### config.mk
export PLATFORM = sky130hd
export DESIGN_NAME = dma_engine
export DESIGN_NICKNAME = d
export VERILOG_FILES = /design/src/rtl/dma_pkg.sv /design/src/rtl/dma_chan_regs.sv /design/src/rtl/dma_prio_arb.sv /design/src/rtl/dma_seq.sv /design/src/rtl/dma_engine.sv
export SDC_FILE = /design/constraint.sdc
export NUM_CORES = 2
export LEC_CHECK = 0
export ABC_AREA = 1
export BUFFER_PORTS_ARGS = -buffer_cell sky130_fd_sc_hd__buf_2
export CAP_MARGIN = 20
export CELL_PAD_IN_SITES_DETAIL_PLACEMENT = 1
export CELL_PAD_IN_SITES_GLOBAL_PLACEMENT = 2
export CORE_MARGIN = 4
export CORE_UTILIZATION = 38
export DETAILED_ROUTE_END_ITERATION = 8
export PLACE_DENSITY_LB_ADDON = 0.2
export SLEW_MARGIN = 20
export SYNTH_ARGS = -nofsm -noshare
export SYNTH_HDL_FRONTEND = slang
export SYNTH_SLANG_ARGS = --single-unit
### constraint.sdc
create_clock -name clk -period 4.24 [get_ports clk]
set_input_delay 0.212 -clock clk [delete_from_list [all_inputs] [get_ports clk]]
set_output_delay 0.212 -clock clk [all_outputs]
set_load 0.01 [all_outputs]
### src/rtl/dma_pkg.sv
package dma_pkg;

  typedef enum logic [2:0] {
    MD_COPY,
    MD_FILL,
    MD_IO_SGL,
    MD_IO_DUAL,
    MD_IO_INT
  } xfer_mode_e;

  localparam logic [2:0] OFF_SRC  = 3'd0;
  localparam logic [2:0] OFF_DST  = 3'd1;
  localparam logic [2:0] OFF_CNT  = 3'd2;
  localparam logic [2:0] OFF_SINC = 3'd3;
  localparam logic [2:0] OFF_DINC = 3'd4;
  localparam logic [2:0] OFF_CTRL = 3'd5;
  localparam logic [2:0] OFF_STAT = 3'd6;

  function automatic xfer_mode_e decode_mode(input logic io, input logic sgl,
                                             input logic [3:0] sel);
    if (!io)        return sgl ? MD_FILL : MD_COPY;
    else if (sel[3]) return MD_IO_INT;
    else            return sgl ? MD_IO_SGL : MD_IO_DUAL;
  endfunction

  // modes that read the source and write the destination
  function automatic logic mode_two_ptr(input xfer_mode_e m);
    return (m == MD_COPY) || (m == MD_IO_DUAL) || (m == MD_IO_INT);
  endfunction

  function automatic logic mode_paced(input xfer_mode_e m);
    return (m == MD_IO_SGL) || (m == MD_IO_DUAL) || (m == MD_IO_INT);
  endfunction

endpackage

### src/rtl/dma_chan_regs.sv
module dma_chan_regs
  import dma_pkg::*;
#(
  parameter int AW = 16,
  parameter int CW = 16,
  parameter int DW = 32,
  localparam int WW = (AW > CW) ? AW : CW
) (
  input  logic          clk,
  input  logic          rst,
  input  logic          wr_en,
  input  logic [2:0]    off,
  input  logic [WW-1:0] wr_data,
  input  logic          upd,
  input  logic          ext_req,
  input  logic          sio_req,
  input  logic          aud_req,
  output logic          pend,
  output xfer_mode_e    mode,
  output logic [AW-1:0] src,
  output logic [AW-1:0] dst,
  output logic [3:0]    sel,
  output logic [DW-1:0] rd_data,
  output logic          irq
);

  logic [AW-1:0] sinc, dinc;
  logic [CW-1:0] cnt;
  logic          en, io, sgl, done;
  logic          req_in;

  assign mode   = decode_mode(io, sgl, sel);
  assign req_in = sel[3] ? (sel[2] ? aud_req : sio_req) : ext_req;
  assign pend   = en && (cnt != '0) && (!io || req_in);

  always_ff @(posedge clk) begin
    if (rst) begin
      src  <= '0;
      dst  <= '0;
      sinc <= '0;
      dinc <= '0;
      cnt  <= '0;
      sel  <= '0;
      en   <= 1'b0;
      io   <= 1'b0;
      sgl  <= 1'b0;
      done <= 1'b0;
      irq  <= 1'b0;
    end else begin
      irq <= 1'b0;
      if (upd) begin
        src <= src + sinc;
        if (mode_two_ptr(mode)) dst <= dst + dinc;
        cnt <= cnt - 1'b1;
        if (cnt == CW'(1)) begin
          done <= 1'b1;
          en   <= 1'b0;
          irq  <= 1'b1;
        end
      end
      if (wr_en) begin
        case (off)
          OFF_SRC:  src  <= wr_data[AW-1:0];
          OFF_DST:  dst  <= wr_data[AW-1:0];
          OFF_CNT:  cnt  <= wr_data[CW-1:0];
          OFF_SINC: sinc <= wr_data[AW-1:0];
          OFF_DINC: dinc <= wr_data[AW-1:0];
          OFF_CTRL: {sel, sgl, io, en} <= wr_data[6:0];
          OFF_STAT: if (wr_data[0]) done <= 1'b0;
          default: ;
        endcase
      end
    end
  end

  always_comb begin
    rd_data = '0;
    case (off)
      OFF_SRC:  rd_data[AW-1:0] = src;
      OFF_DST:  rd_data[AW-1:0] = dst;
      OFF_CNT:  rd_data[CW-1:0] = cnt;
      OFF_SINC: rd_data[AW-1:0] = sinc;
      OFF_DINC: rd_data[AW-1:0] = dinc;
      OFF_CTRL: rd_data[6:0]    = {sel, sgl, io, en};
      OFF_STAT: rd_data[0]      = done;
      default: ;
    endcase
  end

  // a completion pulse coincides with a finished, disarmed channel
  a_r8_irq_done: assert property (@(posedge clk) disable iff (rst)
    irq |-> ((cnt == '0 && done && !en) || $past(wr_en)));

endmodule

### src/rtl/dma_prio_arb.sv
module dma_prio_arb #(
  parameter int NCH = 4,
  localparam int IW = (NCH > 1) ? $clog2(NCH) : 1
) (
  input  logic [NCH-1:0] req,
  output logic           any,
  output logic [IW-1:0]  idx
);

  assign any = |req;

  always_comb begin
    idx = '0;
    for (int i = NCH - 1; i >= 0; i--) begin
      if (req[i]) idx = IW'(i);
    end
  end

endmodule

### src/rtl/dma_seq.sv
module dma_seq
  import dma_pkg::*;
#(
  parameter int AW  = 16,
  parameter int DW  = 32,
  parameter int NCH = 4,
  localparam int IW = (NCH > 1) ? $clog2(NCH) : 1
) (
  input  logic          clk,
  input  logic          rst,
  input  logic          gen,
  input  logic          any,
  input  logic [IW-1:0] gnt_idx,
  input  xfer_mode_e    g_mode,
  input  logic [AW-1:0] g_src,
  input  logic [AW-1:0] g_dst,
  input  logic [DW-1:0] fill,
  input  logic [DW-1:0] mem_rdata,
  output logic          mem_req,
  output logic          mem_we,
  output logic [AW-1:0] mem_addr,
  output logic [DW-1:0] mem_wdata,
  output logic          fin,
  output logic [IW-1:0] cur_ch,
  output xfer_mode_e    cur_mode
);

  typedef enum logic [2:0] {S_IDLE, S_RD, S_CAP, S_LAST, S_GAP} seq_st_e;
  seq_st_e       st;
  logic [AW-1:0] dst_q;

  assign fin = (st == S_LAST);

  always_ff @(posedge clk) begin
    if (rst) begin
      st        <= S_IDLE;
      mem_req   <= 1'b0;
      mem_we    <= 1'b0;
      mem_addr  <= '0;
      mem_wdata <= '0;
      dst_q     <= '0;
      cur_ch    <= '0;
      cur_mode  <= MD_COPY;
    end else begin
      case (st)
        S_IDLE: if (gen && any) begin
          cur_ch   <= gnt_idx;
          cur_mode <= g_mode;
          dst_q    <= g_dst;
          mem_req  <= 1'b1;
          mem_addr <= g_src;
          if (mode_two_ptr(g_mode)) begin
            mem_we <= 1'b0;
            st     <= S_RD;
          end else if (g_mode == MD_FILL) begin
            mem_we    <= 1'b1;
            mem_wdata <= fill;
            st        <= S_LAST;
          end else begin
            mem_we <= 1'b0;
            st     <= S_LAST;
          end
        end
        S_RD: begin
          mem_req <= 1'b0;
          st      <= S_CAP;
        end
        S_CAP: begin
          mem_req   <= 1'b1;
          mem_we    <= 1'b1;
          mem_addr  <= dst_q;
          mem_wdata <= mem_rdata;
          st        <= S_LAST;
        end
        S_LAST: begin
          mem_req <= 1'b0;
          st      <= S_GAP;
        end
        default: st <= S_IDLE;
      endcase
    end
  end

  // every memory request lasts exactly one cycle
  a_r2_req_pulse: assert property (@(posedge clk) disable iff (rst)
    mem_req |=> !mem_req);
  // an idle engine with the run bit low issues nothing
  a_r11_gen_gate: assert property (@(posedge clk) disable iff (rst)
    (st == S_IDLE && !gen) |=> !mem_req);
  // fill never reads
  a_r3_fill_write_only: assert property (@(posedge clk) disable iff (rst)
    (mem_req && cur_mode == MD_FILL) |-> mem_we);
  // single-pointer I/O never writes
  a_r4_single_no_write: assert property (@(posedge clk) disable iff (rst)
    (mem_req && cur_mode == MD_IO_SGL) |-> !mem_we);

endmodule

### src/rtl/dma_engine.sv
module dma_engine
  import dma_pkg::*;
#(
  parameter int NCH = 4,
  parameter int AW  = 16,
  parameter int DW  = 32,
  parameter int CW  = 16,
  localparam int CHW    = (NCH > 1) ? $clog2(NCH) : 1,
  localparam int CFG_AW = CHW + 4,
  localparam int WW     = (AW > CW) ? AW : CW
) (
  input  logic              clk,
  input  logic              rst,
  input  logic              cfg_we,
  input  logic [CFG_AW-1:0] cfg_addr,
  input  logic [DW-1:0]     cfg_wdata,
  output logic [DW-1:0]     cfg_rdata,
  output logic              mem_req,
  output logic              mem_we,
  output logic [AW-1:0]     mem_addr,
  output logic [DW-1:0]     mem_wdata,
  input  logic [DW-1:0]     mem_rdata,
  input  logic [NCH-1:0]    ext_dreq,
  output logic [NCH-1:0]    ext_dack,
  input  logic              sio_req,
  output logic              sio_ack,
  input  logic              aud_req,
  output logic              aud_ack,
  output logic [NCH-1:0]    irq
);

  logic              gen;
  logic [DW-1:0]     fill_q;
  logic              shared_sel;
  logic [CHW-1:0]    ch_field;

  logic [NCH-1:0]    pend, upd;
  xfer_mode_e        ch_mode [NCH];
  logic [AW-1:0]     ch_src  [NCH];
  logic [AW-1:0]     ch_dst  [NCH];
  logic [3:0]        ch_sel  [NCH];
  logic [DW-1:0]     ch_rd   [NCH];

  logic              arb_any;
  logic [CHW-1:0]    arb_idx;
  logic              fin;
  logic [CHW-1:0]    cur_ch;
  xfer_mode_e        cur_mode;

  assign shared_sel = cfg_addr[CFG_AW-1];
  assign ch_field   = cfg_addr[CFG_AW-2:3];

  for (genvar i = 0; i < NCH; i++) begin : g_ch
    dma_chan_regs #(.AW(AW), .CW(CW), .DW(DW)) u_regs (
      .clk     (clk),
      .rst     (rst),
      .wr_en   (cfg_we && !shared_sel && ch_field == CHW'(i)),
      .off     (cfg_addr[2:0]),
      .wr_data (cfg_wdata[WW-1:0]),
      .upd     (upd[i]),
      .ext_req (ext_dreq[i]),
      .sio_req (sio_req),
      .aud_req (aud_req),
      .pend    (pend[i]),
      .mode    (ch_mode[i]),
      .src     (ch_src[i]),
      .dst     (ch_dst[i]),
      .sel     (ch_sel[i]),
      .rd_data (ch_rd[i]),
      .irq     (irq[i])
    );
    assign upd[i] = fin && (cur_ch == CHW'(i));
  end

  dma_prio_arb #(.NCH(NCH)) u_arb (
    .req (pend),
    .any (arb_any),
    .idx (arb_idx)
  );

  dma_seq #(.AW(AW), .DW(DW), .NCH(NCH)) u_seq (
    .clk       (clk),
    .rst       (rst),
    .gen       (gen),
    .any       (arb_any),
    .gnt_idx   (arb_idx),
    .g_mode    (ch_mode[arb_idx]),
    .g_src     (ch_src[arb_idx]),
    .g_dst     (ch_dst[arb_idx]),
    .fill      (fill_q),
    .mem_rdata (mem_rdata),
    .mem_req   (mem_req),
    .mem_we    (mem_we),
    .mem_addr  (mem_addr),
    .mem_wdata (mem_wdata),
    .fin       (fin),
    .cur_ch    (cur_ch),
    .cur_mode  (cur_mode)
  );

  always_ff @(posedge clk) begin
    if (rst) begin
      gen       <= 1'b0;
      fill_q    <= '0;
      cfg_rdata <= '0;
      ext_dack  <= '0;
      sio_ack   <= 1'b0;
      aud_ack   <= 1'b0;
    end else begin
      if (cfg_we && shared_sel) begin
        if (cfg_addr[2:0] == 3'd0) gen    <= cfg_wdata[0];
        if (cfg_addr[2:0] == 3'd1) fill_q <= cfg_wdata;
      end
      if (shared_sel) begin
        case (cfg_addr[2:0])
          3'd0:    cfg_rdata <= {{(DW-1){1'b0}}, gen};
          3'd1:    cfg_rdata <= fill_q;
          default: cfg_rdata <= '0;
        endcase
      end else begin
        cfg_rdata <= ch_rd[ch_field];
      end
      ext_dack <= '0;
      sio_ack  <= 1'b0;
      aud_ack  <= 1'b0;
      if (fin && mode_paced(cur_mode)) begin
        if (!ch_sel[cur_ch][3])     ext_dack[cur_ch] <= 1'b1;
        else if (ch_sel[cur_ch][2]) aud_ack <= 1'b1;
        else                        sio_ack <= 1'b1;
      end
    end
  end

  // at most one acknowledge, and only right after a finished word
  a_r12_ack_onehot: assert property (@(posedge clk) disable iff (rst)
    $onehot0({ext_dack, sio_ack, aud_ack}));
  a_r12_ack_after_word: assert property (@(posedge clk) disable iff (rst)
    (|{ext_dack, sio_ack, aud_ack}) |-> $past(fin));
  // the granted channel is pending and no lower one is
  a_r10_grant_lowest: assert property (@(posedge clk) disable iff (rst)
    arb_any |-> (pend[arb_idx] &&
                 ((pend & ((NCH'(1) << arb_idx) - NCH'(1))) == '0)));

endmodule

# Yosys cells after proc, flatten, opt, wreduce, memory -nomap -nowiden
# Index checks and enable logic that the tools add are counted.
[totals]
wordCells = 359
register_bits = 501
[classes]
n_eq_ne = 36
n_reduce_logical = 83
muxes = 156
n_bitwise = 9
add_sub_neg = 12
n_lt_le_gt_ge = 5
[op_table]
columns = ["op", "n"]
rows = [
  ["16-bit two-way mux", 45],
  ["32-bit two-way mux", 6],
  ["9-bit case mux with 5 select lines", 4],
  ["6-bit case mux with 6 select lines", 4],
  ["16-bit adder", 8],
  ["32-bit case mux with 2 select lines", 2],
  ["16-bit binary-select mux with 2-bit select", 2],
  ["32-bit binary-select mux with 2-bit select", 1],
  ["16-bit by 1-bit equality test with 1-bit output (second input constant)", 4],
  ["16-bit nonzero test", 4],
  ["16-bit by 1-bit subtractor with 16-bit output (second input constant)", 4],
  ["1-bit two-way mux", 63],
  ["2-bit AND reduction", 17],
  ["3-bit by 2-bit equality test with 1-bit output (second input constant)", 11],
  ["3-bit two-way mux", 11],
  ["16-bit case mux with 2 select lines", 1],
  ["1-bit case mux with 7 select lines", 4],
  ["3-bit equality test (second input constant)", 9],
  ["1-bit logical AND", 21],
  ["3-bit zero test", 7],
  ["1-bit logical OR", 16],
  ["3-bit case mux with 4 select lines", 1],
  ["2-bit two-way mux", 5],
  ["2-bit OR reduction", 5],
  ["23 further kinds", 46],
]

# Logic depth before layout (Yosys ltp)
[logic_depth]
depth_word = 18
depth_mapped = 20

# By module
# From an unflattened synthesis, not the netlist that was laid out.
[hier_totals]
hier_cells = 5162
hier_area_um2 = 33175.6
[modules_own_cells]
columns = ["module", "n_inst", "area_per_inst_um2", "cells_each"]
rows = [
  ["dma_chan_regs (g_ch[1].u_regs)", 1, 6257.3, 943],
  ["dma_chan_regs (g_ch[2].u_regs)", 1, 6208.5, 940],
  ["dma_chan_regs (g_ch[3].u_regs)", 1, 6204.7, 938],
  ["dma_chan_regs (g_ch[0].u_regs)", 1, 6109.6, 927],
  ["dma_engine", 1, 4802.1, 835],
  ["dma_seq", 1, 3547.2, 570],
  ["dma_prio_arb", 1, 46.3, 9],
]

# Worst setup path before layout
# OpenSTA, ideal clock, no wires.
[synth_path]
path_type = "register -> register"
startpoint = "register g_ch[2].u_regs.src[0]"
endpoint = "register g_ch[2].u_regs.src[10]"
setup_ns = 0.070
stages_incl_launch_ff = 15
period_less_slack_ns = 2.133
slack_ns = 2.107
arrival_time_ns = 2.063
path_cell_list = "dfxtp_1 -> ha_1 -> inv_1 -> fa_1 -> nand3b_1 -> nand2_1 -> a21oi_1 -> nor2_1 -> inv_1 -> nand3_1 -> nand2_1 -> or2_2 -> nand3_1 -> o211ai_1 -> a21oi_1"
[synth_via]
elab_chain_cells = 4
[synth_lines]
columns = ["element", "line", "text"]
rows = [
  ["start, declared", "dma_chan_regs.sv:20", "output logic [AW-1:0] src,"],
  ["start signal, assigned", "dma_chan_regs.sv:52", "src <= src + sinc;"],
  ["start signal, assigned", "dma_chan_regs.sv:63", "OFF_SRC: src <= wr_data[AW-1:0];"],
  ["16-bit adder (*)", "dma_chan_regs.sv:52", ""],
  ["16-bit two-way mux (*)", "dma_chan_regs.sv:51", "if (upd) begin"],
  ["16-bit two-way mux", "dma_chan_regs.sv:62", "case (off)"],
  ["16-bit two-way mux (*)", "dma_chan_regs.sv:61", "if (wr_en) begin"],
]
# Every way passes the cells marked *; elsewhere a longest branch is shown, timed or not.
# A chain may end at the register's enable or synchronous reset.

# Final worst setup path
[layout_path]
startpoint = "register g_ch[0].u_regs.io"
endpoint = "register u_seq.dst_q[8]"
[layout_via]
elab_chain_cells = 8
elab_cells_between_ends = 11
[layout_lines]
columns = ["element", "line", "text"]
rows = [
  ["start, declared", "dma_chan_regs.sv:29", "logic en, io, sgl, done;"],
  ["start signal, assigned", "dma_chan_regs.sv:68", "OFF_CTRL: {sel, sgl, io, en} <= wr_data[6:0];"],
  ["1-bit zero test (*)", "dma_chan_regs.sv:34", "assign pend = en && (cnt != '0) && (!io || req_in);"],
  ["1-bit logical OR (*)", "dma_chan_regs.sv:34", ""],
  ["1-bit logical AND (*)", "dma_chan_regs.sv:34", ""],
  ["2-bit two-way mux", "dma_prio_arb.sv:15", "if (req[i]) idx = IW'(i);"],
  ["2-bit inverter with 3-bit output (implied by the code)", "dma_engine.sv:89", ".g_dst (ch_dst[arb_idx]),"],
  ["16-bit binary-select mux with 2-bit select", "dma_engine.sv:89", ""],
  ["16-bit two-way mux (implied by the code) (2 in series)", "dma_engine.sv:89", ""],
  ["end signal, assigned", "dma_seq.sv:49", "dst_q <= g_dst;"],
  ["end, declared", "dma_seq.sv:30", "logic [AW-1:0] dst_q;"],
]
# Every way passes the cells marked *; elsewhere a longest branch is shown, timed or not. The select of a mux whose other input is x is not followed.

==> flow_metrics.env <==
export IMPL_status="finished, final reports clean"
export IMPL_max_slew_margin_pct=25.1
export IMPL_synthCells=4333
export IMPL_drive_above_1_share_pct=10.4
export IMPL_synth_seq_cells=501
export IMPL_core_um2=77500
export IMPL_viasPerCell=5.87
export IMPL_crit_start="g_ch[0].u_regs.io$_SDFFE_PP0P_"
export IMPL_fmax_mhz=295
export IMPL_totalWireLength_mm=150
export IMPL_placedInstanceArea_um2=31600
export IMPL_fin_ws_ns=0.852
export IMPL_wl_met1_mm=65.8
export IMPL_leakagePower_uw=0.0152
export IMPL_first_pass_iters=6
export IMPL_crit_arrival_ns=3.94
export IMPL_drtAntennaViolNets=0
export IMPL_hold_viol=0
export IMPL_grt_pass1_wl_mm=217
export IMPL_cts_buffer_depth=3
export IMPL_grt_pass1_vias=31600
export IMPL_crit_top_cell="inv_1"
export IMPL_r2r_slack_ns=0.85
export IMPL_pin_count=171
export IMPL_synth_top_area_share_pct=33.7
export IMPL_synth_ff_type="dfxtp_1"
export IMPL_tns_ns=0
export IMPL_reg2regPathDepth=12
export IMPL_syn_nets=4548
export IMPL_min_delay_path_depth=4
export IMPL_vdd_drop_max_mv=0.328
export IMPL_die_h_um=288
export IMPL_root_buffer="clkbuf_16"
export IMPL_pre_cts_slack_ns=0.973
export IMPL_die_w_um=288
export IMPL_avgRoutedWirePerCell_um=27.0
export IMPL_crit_type="reg2reg"
export IMPL_top_layer_used="met5"
export IMPL_slowest_delay_ns=0.88
export IMPL_fin_crit_sh_pct=79.9
export IMPL_slew_viol_final=0
export IMPL_drt_iter0_drc=3163
export IMPL_r2r_end="u_seq.dst_q[8]$_SDFFE_PP0P_"
export IMPL_cts_made_buffers=61
export IMPL_path_max_fanout=58
export IMPL_area_growth_pct=15.4
export IMPL_dr_wl_met2_mm=64.3
export IMPL_rsz0062_at_grt="false"
export IMPL_htreeDepth=2
export IMPL_synth_async_reset_ratio_pct=0
export IMPL_cp_top_family="compound AO/OA/AOI/OAI gates"
export IMPL_gr_usage_all_layers_pct=35.0
export IMPL_setup_violations=0
export IMPL_synth_cell_area_um2=29700
export IMPL_dpl_hpwl_mm=110
export IMPL_yosysTopAreaCell="dfxtp_1"
export IMPL_maxCapViolations=0
export IMPL_clkTransAtPathRegs_ns=0.07
export IMPL_clock_sinks=501
export IMPL_rows=102
export IMPL_drc=0
export IMPL_path_cells="inv_1 > nor2_1 > inv_1 > o21ai_1 > nor2_1 > nand2_4 > nand2_2 > buf_12 > o21ai_0 > nand3_1 > o211ai_1 > inv_1"
export IMPL_dieArea_um2=82800
export IMPL_startpoint_type="flop"
export IMPL_cp_end_kind="flop"
export IMPL_antenna_found_initial=7
export IMPL_gr_total_overflow=0
export IMPL_avgSynthCellArea_um2=6.86
export IMPL_yosysWarnings=0
export IMPL_clock_latency_ns=0.67
export IMPL_critPathBufInv=4
export IMPL_yosysMostFrequentCell="nand2_1"
export IMPL_worstMarginPinSlew_ns=1.12
export IMPL_start_util_pct=38.4
export IMPL_synth_cell_types=59
export IMPL_crit_slowest_cell="o21ai_0"
export IMPL_ys_seq_area_share_pct=33.7
export IMPL_synthTopCellsByArea="dfxtp_1 (34%), nand2_1 (9.6%), o21ai_0 (8.9%)"
export IMPL_cts_resized=0
export IMPL_yosys_top_cells_count="nand2_1 (764), o21ai_0 (531), a21oi_1 (509)"
export IMPL_route_met3_wl_mm=12.1
export IMPL_path_depth=12
export IMPL_skew_ns=0.0359
export IMPL_gp_congestion=1.05
export IMPL_crit_path_end="u_seq.dst_q[8]$_SDFFE_PP0P_"
export IMPL_layout_min_cycle_time_ns=3.39
export IMPL_num_nets_final=4676
export IMPL_powerDensity_nw_per_um2=325
export IMPL_port_buffers=170
export IMPL_synth_edff_count=0
export IMPL_grt_max_degree=140
export IMPL_cts_tree="yes"
export IMPL_nFillCells=9933
export IMPL_design_area_um2=34300
export IMPL_crit_required_ns=4.79
export IMPL_r2r_start="g_ch[0].u_regs.io$_SDFFE_PP0P_"
export IMPL_vias=32600
export IMPL_hold_path_class="in2reg"
-- through the flow --
step / std cells / hold WS [ns] / power [uW] / utilization (%)
final: 5555 / 0.0551 / 11200 / 44.3
after detailed placement: 5386 / 0.445 / 5500 / 40.8
after floorplan: 4333 / 0.347 / 5160 / -
after global placement: 5385 / 0.442 / 5490 / 40.8
after CTS: 5549 / 0.00879 / 11200 / 44.3
after global routing: 5550 / 0.0579 / 11400 / 44.3
-- layer usage --
| layer | vias to the layer above | global-route usage (%) |
|---|---|---|
| met1 | 16000 | 47.9 |
| met4 | 2 | 15.6 |
| met3 | 339 | 6.06 |
| li1 | 15000 | - |
| met2 | 1256 | 54.0 |
| met5 | - | 0 |
-- layout by cell type, fill, tap and decap left out, drive strengths merged, types with 62 or more instances in the layout --
master	netlist	layout
a21oi	512	512
buf	55	271
clkbuf	203	76
dfxtp	501	501
ha	128	128
inv	451	453
nand2	774	774
nand3	161	161
nor2	378	378
o211ai	74	74
o21ai	539	539
xor2	62	62
-- report_power, final --
| part | internal, uW | switching (uW) |
|---|---|---|
| Clock | 3350 | 2340 |
| Sequential | 4740 | 40.5 |
| Combinational | 168 | 510 |
| Total | 8260 | 2890 |
-- sequential cells by signal, indices dropped and copies added, names as in the netlist, 32 cells and up --
register	cells
fill_q	32
g_ch.u_regs.dinc	64
cfg_rdata	32
g_ch.u_regs.cnt	64
g_ch.u_regs.dst	64
u_seq.mem_wdata	32
g_ch.u_regs.src	64
g_ch.u_regs.sinc	64
-- area by class of cell --
type	count	area [um^2]	area share, %
tap	1040	1300	3.79
clock buffer	76	1680	4.91
timing repair buffer	323	2200	6.42
multi-input combinational	3112	16900	49.2
inverter	462	1740	5.09
sequential	501	10000	29.2
antenna	6	15.0	0.0438
clock inverter	35	447	1.30
-- what timing repair did --
action,in CTS,in global routing
buffers inserted,0,0
hold buffers,52,0
hold endpoints to repair,66,0
-- worst reg2reg max path: cells and delay by family, from the launching register on --
kind | cells | cell delay (ns)
AO/OA/AOI/OAI | 3 | 1.20
buffers and inverters | 4 | 0.61
AND/OR/NAND/NOR | 5 | 1.12
flip-flops | 1 | 0.35
-- logic make-up after synthesis --
kind of cell    share of synthesized area [%]
buf+inv                                  9.54
xor+xnor                                 2.56
flops                                    33.7
simple gates                             20.9
compound gates                           27.4
fa+ha+maj                                5.93
-- worst min-delay path by stage --
stage                                             endpoint                      startpoint
final                              cfg_rdata[0]$_SDFF_PP0_                     cfg_addr[5]
after global routing      g_ch[2].u_regs.src[0]$_SDFF_PP0_                    cfg_wdata[0]
after CTS                          cfg_rdata[0]$_SDFF_PP0_                     cfg_addr[5]
after detailed placement    g_ch[3].u_regs.done$_SDFF_PP0_  g_ch[3].u_regs.done$_SDFF_PP0_
after global placement      g_ch[3].u_regs.done$_SDFF_PP0_  g_ch[3].u_regs.done$_SDFF_PP0_
after floorplan                    fill_q[31]$_SDFFE_PP0P_                   cfg_wdata[31]
Power figures use the tool's default switching activity.
